## src/rtl/pclkdiv_pkg.sv

```systemverilog
package pclkdiv_pkg;

  localparam int SEL_W = 4;
  localparam int CNT_W = 5;

  // modulus lookup, unused codes fall back to four
  function automatic logic [CNT_W-1:0] modulus_of(input logic [SEL_W-1:0] sel);
    logic [CNT_W-1:0] m;
    case (sel)
      4'd0:    m = 5'd3;
      4'd1:    m = 5'd4;
      4'd2:    m = 5'd5;
      4'd3:    m = 5'd6;
      4'd4:    m = 5'd8;
      4'd5:    m = 5'd10;
      4'd6:    m = 5'd12;
      4'd7:    m = 5'd16;
      4'd8:    m = 5'd20;
      default: m = 5'd4;
    endcase
    return m;
  endfunction

  // count value at which the posedge phase register goes high
  function automatic logic [CNT_W-1:0] rise_point(input logic [CNT_W-1:0] m);
    return m >> 1;
  endfunction

  function automatic logic is_odd(input logic [CNT_W-1:0] m);
    return m[0];
  endfunction

endpackage

```

## src/rtl/pclkdiv_en_detect.sv

```systemverilog
module pclkdiv_en_detect (
  input  logic clk,
  input  logic rst_n,
  input  logic en_in,
  input  logic en_pol,
  output logic en_act,
  output logic rise_det
);

  logic en_q;

  assign en_act   = en_pol ? en_in : ~en_in;
  assign rise_det = en_act & ~en_q;

  always_ff @(posedge clk or negedge rst_n) begin
    if (!rst_n) en_q <= 1'b0;
    else        en_q <= en_act;
  end


  pol_map_chk: assert property (@(posedge clk) disable iff (!rst_n)
    rise_det |-> (en_in == en_pol));

endmodule

```

## src/rtl/pclkdiv_counter.sv

```systemverilog
module pclkdiv_counter
  import pclkdiv_pkg::*;
(
  input  logic             clk,
  input  logic             rst_n,
  input  logic             rise_det,
  input  logic             en_act,
  input  logic [SEL_W-1:0] mod_sel,
  output logic             phase_hi,
  output logic             odd_mode,
  output logic             running
);

  logic [CNT_W-1:0] cnt;
  logic [CNT_W-1:0] div_q;
  logic             load_pend;
  logic             wrap;

  assign wrap     = running && (cnt == div_q - 5'd1);
  assign odd_mode = is_odd(div_q);

  always_ff @(posedge clk or negedge rst_n) begin
    if (!rst_n) begin
      cnt       <= '0;
      div_q     <= 5'd4;
      load_pend <= 1'b0;
      running   <= 1'b0;
      phase_hi  <= 1'b1;
    end else begin
      load_pend <= rise_det;
      if (rise_det) div_q <= modulus_of(mod_sel);
      phase_hi <= running ? (cnt >= rise_point(div_q)) : 1'b1;
      if (load_pend) begin
        running <= 1'b1;
        cnt     <= '0;
      end else if (running) begin
        if (wrap) begin
          cnt <= '0;
          if (!en_act) running <= 1'b0;
        end else begin
          cnt <= cnt + 5'd1;
        end
      end
    end
  end


  restart_idle_chk: assert property (@(posedge clk) disable iff (!rst_n)
    rise_det |-> !running);


  cnt_range_chk: assert property (@(posedge clk) disable iff (!rst_n)
    cnt < div_q);


  load_lat_chk: assert property (@(posedge clk) disable iff (!rst_n)
    load_pend |=> (running && cnt == '0));


  first_low_chk: assert property (@(posedge clk) disable iff (!rst_n)
    (running && cnt == '0) |=> !phase_hi);


  park_high_chk: assert property (@(posedge clk) disable iff (!rst_n)
    !running |=> phase_hi);


  mod_hold_chk: assert property (@(posedge clk) disable iff (!rst_n)
    running |=> $stable(div_q));

endmodule

```

## src/rtl/pclkdiv_half_stretch.sv

```systemverilog
module pclkdiv_half_stretch (
  input  logic clk,
  input  logic rst_n,
  input  logic phase_hi,
  input  logic odd_mode,
  output logic pclk_out
);

  logic late_hi;

  always_ff @(negedge clk or negedge rst_n) begin
    if (!rst_n) late_hi <= 1'b1;
    else        late_hi <= phase_hi;
  end

  // odd moduli rise half a period after the posedge register
  assign pclk_out = odd_mode ? (phase_hi & late_hi) : phase_hi;


  idle_out_chk: assert property (@(posedge clk) disable iff (!rst_n)
    (phase_hi && late_hi) |-> pclk_out);

endmodule

```

## src/rtl/pixel_clk_div.sv

```systemverilog
module pixel_clk_div
  import pclkdiv_pkg::*;
(
  input  logic             clk,
  input  logic             rst_n,
  input  logic [SEL_W-1:0] mod_sel,
  input  logic             en_pol,
  input  logic             en_in,
  output logic             pclk_out
);

  logic en_act;
  logic rise_det;
  logic phase_hi;
  logic odd_mode;
  logic running;

  pclkdiv_en_detect u_det (
    .clk      (clk),
    .rst_n    (rst_n),
    .en_in    (en_in),
    .en_pol   (en_pol),
    .en_act   (en_act),
    .rise_det (rise_det)
  );

  pclkdiv_counter u_cnt (
    .clk      (clk),
    .rst_n    (rst_n),
    .rise_det (rise_det),
    .en_act   (en_act),
    .mod_sel  (mod_sel),
    .phase_hi (phase_hi),
    .odd_mode (odd_mode),
    .running  (running)
  );

  pclkdiv_half_stretch u_str (
    .clk      (clk),
    .rst_n    (rst_n),
    .phase_hi (phase_hi),
    .odd_mode (odd_mode),
    .pclk_out (pclk_out)
  );


  idle_high_chk: assert property (@(posedge clk) disable iff (!rst_n)
    (!running && !$past(running)) |-> pclk_out);

endmodule

```

## config.mk

```make
export PLATFORM = sky130hd
export DESIGN_NAME = pixel_clk_div
export DESIGN_NICKNAME = d
export VERILOG_FILES = /design/src/rtl/pclkdiv_pkg.sv /design/src/rtl/pclkdiv_en_detect.sv /design/src/rtl/pclkdiv_counter.sv /design/src/rtl/pclkdiv_half_stretch.sv /design/src/rtl/pixel_clk_div.sv
export SDC_FILE = /design/constraint.sdc
export NUM_CORES = 1
export LEC_CHECK = 0
export BUFFER_PORTS_ARGS = -buffer_cell sky130_fd_sc_hd__buf_2
export CAP_MARGIN = 20
export CORE_UTILIZATION = 38
export CTS_CLUSTER_DIAMETER = 40
export DETAILED_ROUTE_END_ITERATION = 12
export PLACE_DENSITY = 0.51
export SYNTH_ARGS = -nofsm -noshare
export SYNTH_HDL_FRONTEND = slang
export SYNTH_HIERARCHICAL = 1
export SYNTH_SLANG_ARGS = --single-unit
```

## constraint.sdc

```tcl
create_clock -name clk -period 3.72 [get_ports clk]
set_input_delay 0.744 -clock clk [delete_from_list [all_inputs] [get_ports clk]]
set_output_delay 0.744 -clock clk [all_outputs]
set_load 0.005 [all_outputs]
```

==> flow_summary.ini <==
[run_status]
status = complete, no violations

[yosys]
synth_async_sr_flop_share = 1.00
synth_cell_type_count = 36
average_cell_area_after_synthesis_um2 = 10.0
ys_seq_elements = 15
yosys_most_used_dff = dfrtp_1
synth.cell_area_um2 = 960
synthCells = 96
synth-edff-count = 0
ys_seq_area_frac = 0.395
mappedNetlistNets = 114
synth-warning-count = 6

[final_layout]
flow.area_growth_from_synthesis_pct = 11.0
utilization = 0.464
final_cell_count_no_fill = 135
final_nets = 126
final_area_um2 = 1060
drive_gt1_frac = 0.224
antennaDiodeCount = 0

[clocking]
clkLatencyLatePin_ps = 340
number_of_buffers_created_by_cts = 3
clk_pin_slew_worst_paths_ps = 90
clock-root-buffer = clkbuf_4
postCtsSetupBuffers = 0
cts_tree = yes
clock_sinks = 15
cts_max_path_buffers = 2
cts_hold_buffers = 0
htree_num_levels = 1

[place]
finalWeightedCongestion = 0.747
placement.io_buffers = 8
dpl.cell_count = 131
place_hpwl_um = 1400
detailedPlace.worstSlack_ps = 336
postPlaceCellArea_um2 = 1030

[power_and_ir_drop]
p_clk_frac = 0.161
irDropWorstVdd_uv = 327
leakagePower_uw = 0.000494
share_comb_of_total_power = 0.382
net-switching-power_uw = 236
switching_share = 0.383
share_seq_of_total_power = 0.457
cellPowerDensity_nw_per_um2 = 580
cellInternalPower_uw = 381

[drt]
post-route-drc-count = 0
highest-signal-layer = met4
met3_wirelength_um = 30
drt-vias-per-instance = 4.97
met2_length_um = 767
first_pass_iters = 4
routedWlPerCell_um = 13.6
detailroute.via_count = 671
route.final.wire_length_um = 1840
postRouteAntennaNets = 0
drt_first_iter_violations = 11
routedLengthMet1_um = 1010

[floorplanning]
initial_utilization = 0.418
floorplan.die.width_um = 52.3
core_area_um2 = 2300
die_height_um = 52.3
pin_count = 9
design.die.area_um2 = 2730
row_count = 17

[worst_hold_path]
timing.hold.worst.class = in2async

[sta]
hold_slack_ps = 421
rsz0062_at_grt = true
hold_violations = 0
timing.clock.skew_ps = 54.9
slew_headroom = 0.755
max_slew.worst_pin.slew_ps = 359
finalMaxSlewViolations = 0
setup_viol_count_final = 0
worst_setup_margin_ps = 12.0

[critical_path]
critPathRequiredTime_ps = 2980
worst_setup_ep_type = output port
timing.critical_path.arrival_ps = 2960
path_max_fanout = 1
worst-r2r-cell-count = 0
critical_path_class = reg2out
worst_setup_path_endpoint = pclk_out
worst_reg2reg_setup_slack_ps = 1320
r2r_end = u_str/late_hi$_DFF_NN1_
worstSetupStartpointType = flop
crit-reg2reg-launch = u_cnt/phase_hi$_DFF_PN1_
crit_path_start = u_str/late_hi$_DFF_NN1_

[flow_run]
max_cap_viol_count = 0

[global_routing]
grt_pass1_vias = 668
total_routing_resource_utilization_after_global_routing = 0.172
overflow = 0
first_pass_grt_wire_length_um = 3220
pin_count_of_the_biggest_net_entering_global_routing = 15
grt_antenna_before_repair = 0
[area by class of cell]
cell class | count | area (um^2)
Multi-Input combinational cell | 69 | 538
Clock inverter | 2 | 8.76
Sequential cell | 15 | 379
Fill cell | 227 | 1230
Inverter | 9 | 33.8
Timing Repair Buffer | 9 | 47.5
Clock buffer | 3 | 22.5
Tap cell | 28 | 35.0
[cell usage in the layout (no fill, tap or decap), drive strengths merged, types with 3 or more instances in the layout]
cell / count
ha: 10
o21ai: 5
nand2: 4
clkbuf: 3
nand3b: 3
nor2b: 3
nor2: 7
xnor2: 6
buf: 9
dfrtp: 12
dfstp: 3
inv: 10
nand4: 3
xor2: 3
a21oi: 4
[Yosys cell counts (all sizes together) (2+ instances only)]
cell type / n / share of area
o21ai: 5 / 0.026
dfstp: 3 / 0.082
xor2: 3 / 0.035
nor3: 2 / 0.010
dfrtp: 12 / 0.31
nand4: 3 / 0.020
ha: 10 / 0.13
nor2b: 3 / 0.020
nand3b: 3 / 0.023
nand2: 4 / 0.016
nand2b: 2 / 0.013
inv: 10 / 0.039
nand3: 2 / 0.010
xnor2: 6 / 0.055
a21oi: 4 / 0.025
nor2: 7 / 0.030
and2: 2 / 0.013
[power groups by stage]
stage	clock network, uW	registers (uW)	logic (uW)
2_1_floorplan	3.36	251	203
6_report	99.4	282	236
4_1_cts	103	281	233
3_5_place_dp	3.36	284	230
5_1_grt	111	291	275
3_3_place_gp	3.36	284	231
[critical path, cell delays in order (launching register included)]
cell and delay (ps):
dfstp_2 510, inv_2 30, a21boi_2 100, buf_2 120
[how the worst min path moves through the flow]
stage	slack, ps	to	start	depth (start not counted)
floorplan	450	u_cnt/cnt[0]$_DFFE_PN0P_	rst_n	0
global placement	550	u_cnt/running$_DFF_PN0_	u_cnt/load_pend$_DFF_PN0_	1
detailed placement	540	u_cnt/running$_DFF_PN0_	u_cnt/load_pend$_DFF_PN0_	1
CTS	430	u_cnt/cnt[0]$_DFFE_PN0P_	rst_n	2
global route	430	u_cnt/cnt[2]$_DFFE_PN0P_	rst_n	2
finish	420	u_cnt/cnt[0]$_DFFE_PN0P_	rst_n	2
[registers in the layout (all words and copies together), names as in the netlist]
signal and flops:
u_cnt/phase_hi 1, u_det/en_q 1, u_cnt/div_q 5, u_cnt/load_pend 1
u_cnt/running 1, u_str/late_hi 1, u_cnt/cnt 5
[timing repair]
action,in CTS,in global routing
gates cloned,0,0
pin swaps,0,0
setup endpoints to repair,1,1
gates resized for setup,0,2
[stage by stage]
stage               power (uW)  setup TNS, ps
floorplan                  457              0
global placement           519              0
detailed placement         517              0
CTS                        617          -29.2
global route               677          -40.4
finish                     617              0
[kinds of logic (layout without fill, tap and decap cells)]
family          count (synthesis)  in the layout  synth area share
flops                          15             15             0.395
fa+ha+maj                      10             10             0.130
simple gates                   31             31             0.184
buf+inv                        12             23            0.0482
xor+xnor                        9              9            0.0900
compound gates                 19             19             0.153
[metal layers]
layer,track usage,vias up
met5,0,-
met4,0.105,0
met3,0.0261,4
met2,0.241,7
met1,0.245,307
li1,-,353
Note: power is estimated with default switching activity, not from simulation.
